<file path="src/rtl/gpio_irq_pkg.sv">
package gpio_irq_pkg;
    localparam int BUS_W    = 32;
    localparam int NREG     = 17;
    localparam int N_KIND   = 4;
    // word indices; event registers pair enable/pending per kind
    localparam int IX_SAMPLE  = 0;
    localparam int IX_IN_EN   = 1;
    localparam int IX_OUT_EN  = 2;
    localparam int IX_OUT_LVL = 3;
    localparam int IX_PULL    = 4;
    localparam int IX_DRV     = 5;
    localparam int IX_EVT     = 6;   // enable at IX_EVT+2k, pending at +1
    localparam int IX_ALT_EN  = 14;
    localparam int IX_ALT_SEL = 15;
    localparam int IX_OUT_INV = 16;
    // kind order fixes the event register layout
    localparam int K_RISE = 0;
    localparam int K_FALL = 1;
    localparam int K_HIGH = 2;
    localparam int K_LOW  = 3;
endpackage

</file>
<file path="src/rtl/gpio_pad_resolve.sv">
module gpio_pad_resolve #(
    parameter int NPIN = 32
) (
    input  logic [NPIN-1:0] ext_valid,
    input  logic [NPIN-1:0] ext_level,
    input  logic [NPIN-1:0] out_en,
    input  logic [NPIN-1:0] out_lvl,
    input  logic [NPIN-1:0] out_inv,
    input  logic [NPIN-1:0] pull_en,
    input  logic [NPIN-1:0] in_en,
    output logic [NPIN-1:0] pad,
    output logic [NPIN-1:0] sample
);
    for (genvar i = 0; i < NPIN; i++) begin : g_pin
        logic drive_bit;
        assign drive_bit = out_en[i] & (out_lvl[i] ^ out_inv[i]);
        always_comb begin
            if (ext_valid[i])   pad[i] = ext_level[i];
            else if (out_en[i]) pad[i] = drive_bit;
            else                pad[i] = pull_en[i];
        end
        assign sample[i] = in_en[i] & pad[i];
    end
endmodule

</file>
<file path="src/rtl/gpio_pend_next.sv">
module gpio_pend_next #(
    parameter int NPIN = 32
) (
    input  logic [NPIN-1:0] pend_q,
    input  logic [NPIN-1:0] set_v,
    input  logic [NPIN-1:0] clr_v,
    output logic [NPIN-1:0] pend_d
);
    // set after clear: a fresh event survives a simultaneous clear
    assign pend_d = (pend_q & ~clr_v) | set_v;
endmodule

</file>
<file path="src/rtl/gpio_rd_mux.sv">
module gpio_rd_mux
    import gpio_irq_pkg::*;
#(
    parameter int NPIN  = 32,
    parameter int IDX_W = 5
) (
    input  logic                       rd_en,
    input  logic [IDX_W-1:0]           idx,
    input  logic [NREG-1:0][NPIN-1:0]  regs,
    output logic [BUS_W-1:0]           data
);
    always_comb begin
        data = '0;
        if (rd_en) begin
            for (int r = 0; r < NREG; r++) begin
                if (idx == IDX_W'(r)) data[NPIN-1:0] = regs[r];
            end
        end
    end
endmodule

</file>
<file path="src/rtl/gpio_irq_ctrl.sv">
module gpio_irq_ctrl
    import gpio_irq_pkg::*;
#(
    parameter int NPIN   = 32,
    parameter int ADDR_W = 7
) (
    input  logic              clk,
    input  logic              rst_n,
    input  logic [ADDR_W-1:0] bus_addr,
    input  logic              bus_wr,
    input  logic              bus_rd,
    input  logic [BUS_W-1:0]  bus_wdata,
    output logic [BUS_W-1:0]  bus_rdata,
    input  logic [NPIN-1:0]   ext_valid,
    input  logic [NPIN-1:0]   ext_level,
    output logic [NPIN-1:0]   pad_out,
    output logic [NPIN-1:0]   irq,
    output logic [NPIN-1:0]   short_flag
);
    localparam int IDX_W = ADDR_W - 2;

    typedef struct packed {
        logic [NPIN-1:0]               smp;
        logic [NPIN-1:0]               in_en;
        logic [NPIN-1:0]               out_en;
        logic [NPIN-1:0]               out_lvl;
        logic [NPIN-1:0]               pull_en;
        logic [NPIN-1:0]               drv_str;
        logic [NPIN-1:0]               alt_en;
        logic [NPIN-1:0]               alt_sel;
        logic [NPIN-1:0]               out_inv;
        logic [N_KIND-1:0][NPIN-1:0]   ien;
        logic [N_KIND-1:0][NPIN-1:0]   pend;
        logic [NPIN-1:0]               short_seen;
    } state_t;

    state_t st_d, st_q;

    logic [IDX_W-1:0]              widx;
    logic [NREG-1:0]               wr_sel;
    logic [NPIN-1:0]               wdat;
    logic [NPIN-1:0]               sample;
    logic [N_KIND-1:0][NPIN-1:0]   set_v, clr_v, pend_nxt;
    logic [NREG-1:0][NPIN-1:0]     rd_view;
    logic [1:0]                    unused_lsb;

    assign widx       = bus_addr[ADDR_W-1:2];
    assign unused_lsb = bus_addr[1:0];
    assign wdat       = bus_wdata[NPIN-1:0];

    // write decode; the sample register never accepts a write
    always_comb begin
        wr_sel = '0;
        for (int r = 1; r < NREG; r++) begin
            wr_sel[r] = bus_wr && (widx == IDX_W'(r));
        end
    end

    gpio_pad_resolve #(.NPIN(NPIN)) u_pad (
        .ext_valid (ext_valid),
        .ext_level (ext_level),
        .out_en    (st_q.out_en),
        .out_lvl   (st_q.out_lvl),
        .out_inv   (st_q.out_inv),
        .pull_en   (st_q.pull_en),
        .in_en     (st_q.in_en),
        .pad       (pad_out),
        .sample    (sample)
    );

    assign set_v[K_RISE] =  sample & ~st_q.smp;
    assign set_v[K_FALL] = ~sample &  st_q.smp;
    assign set_v[K_HIGH] =  sample;
    assign set_v[K_LOW]  = ~sample;

    for (genvar k = 0; k < N_KIND; k++) begin : g_kind
        assign clr_v[k] = wr_sel[IX_EVT + 2*k + 1] ? wdat : '0;
        gpio_pend_next #(.NPIN(NPIN)) u_pend (
            .pend_q (st_q.pend[k]),
            .set_v  (set_v[k]),
            .clr_v  (clr_v[k]),
            .pend_d (pend_nxt[k])
        );
    end

    always_comb begin
        st_d = st_q;
        if (wr_sel[IX_IN_EN])   st_d.in_en   = wdat;
        if (wr_sel[IX_OUT_EN])  st_d.out_en  = wdat;
        if (wr_sel[IX_OUT_LVL]) st_d.out_lvl = wdat;
        if (wr_sel[IX_PULL])    st_d.pull_en = wdat;
        if (wr_sel[IX_DRV])     st_d.drv_str = wdat;
        if (wr_sel[IX_ALT_EN])  st_d.alt_en  = wdat;
        if (wr_sel[IX_ALT_SEL]) st_d.alt_sel = wdat;
        if (wr_sel[IX_OUT_INV]) st_d.out_inv = wdat;
        for (int k = 0; k < N_KIND; k++) begin
            if (wr_sel[IX_EVT + 2*k]) st_d.ien[k] = wdat;
        end
        st_d.pend       = pend_nxt;
        st_d.smp        = sample;
        st_d.short_seen = st_q.short_seen | (st_q.out_en & ext_valid);
    end

    always_ff @(posedge clk) begin
        if (!rst_n) st_q <= '0;
        else        st_q <= st_d;
    end

    always_comb begin
        irq = '0;
        for (int k = 0; k < N_KIND; k++) irq |= st_q.pend[k] & st_q.ien[k];
    end

    always_comb begin
        rd_view             = '0;
        rd_view[IX_SAMPLE]  = st_q.smp;
        rd_view[IX_IN_EN]   = st_q.in_en;
        rd_view[IX_OUT_EN]  = st_q.out_en;
        rd_view[IX_OUT_LVL] = st_q.out_lvl;
        rd_view[IX_PULL]    = st_q.pull_en;
        rd_view[IX_DRV]     = st_q.drv_str;
        rd_view[IX_ALT_EN]  = st_q.alt_en;
        rd_view[IX_ALT_SEL] = st_q.alt_sel;
        rd_view[IX_OUT_INV] = st_q.out_inv;
        for (int k = 0; k < N_KIND; k++) begin
            rd_view[IX_EVT + 2*k]     = st_q.ien[k];
            rd_view[IX_EVT + 2*k + 1] = st_q.pend[k];
        end
    end

    gpio_rd_mux #(.NPIN(NPIN), .IDX_W(IDX_W)) u_rd (
        .rd_en (bus_rd),
        .idx   (widx),
        .regs  (rd_view),
        .data  (bus_rdata)
    );

    assign short_flag = st_q.short_seen;
endmodule

</file>
<file path="config.mk">
export PLATFORM = sky130hd
export DESIGN_NAME = gpio_irq_ctrl
export DESIGN_NICKNAME = d
export VERILOG_FILES = /design/src/rtl/gpio_irq_pkg.sv /design/src/rtl/gpio_pad_resolve.sv /design/src/rtl/gpio_pend_next.sv /design/src/rtl/gpio_rd_mux.sv /design/src/rtl/gpio_irq_ctrl.sv
export SDC_FILE = /design/constraint.sdc
export NUM_CORES = 2
export LEC_CHECK = 0
export BUFFER_PORTS_ARGS = -buffer_cell sky130_fd_sc_hd__buf_4
export CAP_MARGIN = 20
export CORE_MARGIN = 1
export CORE_UTILIZATION = 63
export CTS_CLUSTER_SIZE = 12
export DETAILED_ROUTE_END_ITERATION = 7
export PLACE_DENSITY_LB_ADDON = 0.05
export SLEW_MARGIN = 20
export SYNTH_ARGS = -nofsm -noshare
export SYNTH_HDL_FRONTEND = slang
export SYNTH_SLANG_ARGS = --single-unit
</file>
<file path="constraint.sdc">
create_clock -name clk -period 2.9 [get_ports clk]
set_input_delay 0.145 -clock clk [delete_from_list [all_inputs] [get_ports clk]]
set_output_delay 0.145 -clock clk [all_outputs]
set_load 0.02 [all_outputs]
</file>
---- Word-level counts from Yosys, hierarchy flattened ----
Cells that the tools add are included.
word-level totals
  word-level logic and storage cells ...... 258
  output and inout bits ................... 128
  register bits after elaboration ......... 576
  input bits .............................. 107
cells by class
  equal/unequal tests ..................... 16
  mux-type cells .......................... 86
  bitwise operators ....................... 121
  reductions and logical operators ........ 17
operator list
  operator            count
  $mux 32             22
  $and 32x32->32      11
  $or 32x32->32       8
  $not 32->32         6
  $and 1x1->1         64
  $mux 1              64
  $eq 5x4->1 const B  8
  $xor 1x1->1         32
  $eq 5x3->1 const B  4
  $logic_and 1x1->1   16
  $eq 5x2->1 const B  2
  $eq 5x1->1 const B  1
  $eq 5x5->1 const B  1
  $logic_not 5->1     1

---- Depth between registers and ports, before layout ----
  depth after elaboration ................. 19
  depth in mapped cells ................... 9
  depth with buffers taken out ............ 5

---- Hierarchy ----
A second synthesis with hierarchy kept.
unflattened totals
  cell total of the unflattened synthesis .. 3496
  area, all modules ....................... 30892.1 um^2
by module, submodules not included
  module            cells an instance  seq. area each (um^2)  area an instance (um^2)  times used
  gpio_irq_ctrl     2095               11531.1                21533.2                  1
  gpio_rd_mux       857                0.0                    5835.6                   1
  gpio_pad_resolve  288                0.0                    2082.0                   1
  gpio_pend_next    64                 0.0                    360.3                    4

---- Least setup slack after synthesis ----
OpenSTA, ideal clock, no wires.
  kind .................................... input to output
  start point ............................. in bus_addr[6]
  end point ............................... out bus_rdata[10]
  required time ........................... 2755 ps
  buffers on the path ..................... 3
  stages on the path ...................... 8
  data arrival time ....................... 1792 ps
  path slack .............................. 963 ps
  cell sequence ........................... buf_6 > or3b_1 > buf_6 > nor2_4 > buf_2 > a22oi_1 > a31o_2 > a31oi_1
between the ends
  longest elaborated chain between the ends .. 19
  elaborated cells on any way between the ends .. 35
  classes of those cells .................. 16 x eq/ne; 18 x mux; 1 x reduce/logical
RTL lines
  what                    line                 source
  start, declared         gpio_irq_ctrl.sv:9   input logic [ADDR_W-1:0] bus_addr,
  $logic_not 5->1         gpio_rd_mux.sv:16    if (idx == IDX_W'(r)) data[NPIN-1:0] = regs[r];
  $mux 32 (16 in series)  gpio_rd_mux.sv:16
  $mux 32 (*)             gpio_rd_mux.sv:16
  $mux 32 (*)             gpio_rd_mux.sv:14    if (rd_en) begin
  end, declared           gpio_irq_ctrl.sv:13  output logic [BUS_W-1:0] bus_rdata,
Mark *: on every way between the ends. The rest lies on a longest branch, timed or not.

---- Worst setup path after layout ----
  start point ............................. in bus_addr[4]
  end point ............................... out bus_rdata[31]
The elaborated chain is that of the path after synthesis.

==> flow_summary.toml <==
[outcome]
run_status = "finished, violations left"
violations = "design-rule violations"

[pwr]
internal_power_uw = 12800
clkPwrFrac_pct = 44.0
max-vdd-ir-drop_uv = 463
seqPwrFrac_pct = 47.2
p_sw_uw = 4230
switching_share_pct = 24.8
power_density_mw_per_mm2 = 531
combinationalPowerShare_pct = 8.9
leakagePower_uw = 0.0118

[global_routing]
grt_usage_pct = 48.5
grt_max_degree = 106
gr-total-overflow = 0
grt_pass1_vias = 27600
grt_pass1_wl_mm = 162
antenna_found_initial = 5

[routing]
ant_nets = 0
first_pass_iters = 8
viasPerCell = 6.81
drtIter0Drc = 4595
wl_per_cell_um = 25.4
drt_wl_total_mm = 109
drc_errors = 2
vias = 29300

[setup_path]
crit_buf_inv = 5
crit_family = "buffers and inverters"
crit_type = "in2out"
slowest_delay_ps = 380
crit_path_start_kind = "input pin"
cp-end-kind = "primary output"
cpMaxStageDelayCell = "and3b_1"
path_max_fanout = 22
cp_cell_sequence = "buf_4, buf_4, and3b_1, buf_4, nand2_1, buf_4, o221ai_1, a31oi_1, o221a_2, buf_4"
arrival_ps = 2460
required_ps = 2760
crit_path_frequent_cell = "buf_4"

[sta]
fin_crit_ps = 2610
setup_viol = 0
fin_setup_tns_ps = 0
finalHoldViolCount = 0
min_period_over_period_pct = 89.8
grt_setup_unrepaired = "false"
max_freq_mhz = 384
relSlewSlack_pct = 36.6
worst_clock_skew_ps = 17.8
worst_slew_pin_slew_ps = 951
slew_viol_final = 0

[layout]
syn2layout_area_growth_pct = 18.2
fin_cells = 4306
diodes = 0
nNetsFinal = 3840
fin_util_pct = 76.0
fill_cells = 3158
drive_gt1_share_pct = 15.9

[clock_network]
cts_hold_buffers = 68
clk_latency_ps = 640
cts_inserted_buffers = 58
cts_max_level = 2
cts_tree = "done"
cts.sinks = 576
postCtsSetupBuffers = 0
ctsResizeCount = 0
root_buffer = "clkbuf_16"
cts.clk_slew.worst_paths_ps = 60
clk_path_buf_depth = 3

[yosys]
ys_ff_latch = 576
synth_commonest_cells = "nand2_1, dfxtp_1, a21oi_1"
synthCells = 3543
synth_area_mm2 = 0.0271
ys.flop_type = "dfxtp_1"
ys_async_sr_fraction_pct = 0
synth.most_common_cell = "nand2_1"
yosys.area.top_type_share_pct = 42.5
synth_area_per_cell_um2 = 7.66
synth_top_area_cell = "dfxtp_1"
synth_edf_count = 0
ys_seq_area_share_pct = 42.5
synthesis.nets = 3650
synth_warnings = 0
synth_cell_types = 77
yosys-top-cells-area = "dfxtp_1, nand2_1, a21oi_1, clkbuf_1, a22oi_1"

[die]
ios = 235
dieHeight_um = 210
core_area_mm2 = 0.0422
rows = 75
chipWidth_um = 210
dieArea_mm2 = 0.0439
start_util_pct = 64.3

[worst_hold_path]
worstHoldPathType = "in2reg"

[place]
dp.cells = 4144
dp_hpwl_mm = 68.4
portBuffers = 232
gp_congestion = 0.987

[run]
max_cap_violations = 0
per-layer routing:
metal  vias to the layer above  global-route usage [%]  share of wire [%]
met5                         -                       0              0.037
met1                     13600                    62.7                 37
met3                       589                    14.8                 15
met2                      2433                    71.5                 42
li1                      12700                       -                  -
met4                         6                    28.4                6.7
path summary, 6_finish.rpt:
kind                            depth (start not counted)          start  slack (ps)       endpoint
worst max-delay path                                   10    bus_addr[4]         290  bus_rdata[31]
worst min-delay path                                    5  ext_level[15]          20    rd_view[15]
worst max register to register                          4    rd_view[90]         750   rd_view[314]
worst min register to register                          2   rd_view[189]         450   rd_view[189]
power by group through the flow:
stage               Combinational (uW)  Clock, uW  Sequential [uW]
detailed placement                1350          0             8210
finish                            1510       7500             8040
global route                      1540       7770             8040
CTS                               1430       7470             8040
floorplan                          765          0             8190
global placement                  1330          0             8210
worst min-delay path: cells and delay by family:
family | cells | cell delay, ps
AOI/OAI and AO/OA | 1 | 100
and+or+nand+nor | 3 | 280
buffers and inverters | 1 | 80
sequential cells by signal (all words and copies together) (netlist names):
signal / flops
rd_view: 544
short_flag: 32
final cells by class:
| class | instances | area, um2 | area share, % |
|---|---|---|---|
| multi-input cells | 2622 | 14200 | 44.3 |
| flip-flops and latches | 576 | 11500 | 35.9 |
| repair buffers | 451 | 3730 | 11.6 |
| clock buffers | 88 | 1710 | 5.31 |
| well taps | 539 | 674 | 2.10 |
| clock inverters | 6 | 134 | 0.417 |
| inverters | 24 | 97.6 | 0.304 |
metrics by stage:
stage	setup WS, ps	hold slack (ps)	power [uW]	area (um2)
detailed placement	452	398	9560	29600
CTS	417	4.94	16900	32100
finish	295	23.1	17000	32100
global route	264	52.8	17400	32100
floorplan	963	281	8960	27100
global placement	423	387	9540	29600
cell families after synthesis:
kind of cell	share of synthesized area, %
xor+xnor	1.03
flops	42.5
buf+inv	5.72
mux	3.71
compound gates	23.4
simple gates	23.7
cells in the final DEF (no fill, tap or decap), drive strengths merged, types with 16 or more instances in the layout:
cell type and count:
nor3 34, and3 60, a31o 43, dlygate4sd3 68, o22a 16, inv 24, clkbuf 88, a22oi 96
mux2i 50, o211ai 44, nand3b 17, dfxtp 576, nand3 121, a31oi 16, nor2 124, o2111ai 17
o21a 33, mux2 25, xor2 29, o31ai 33, nand2b 18, buf 383, a21oi 512, nand2 1056
a221o 17, a21boi 16, o21ai 75
Power figures use the tool's default switching activity.
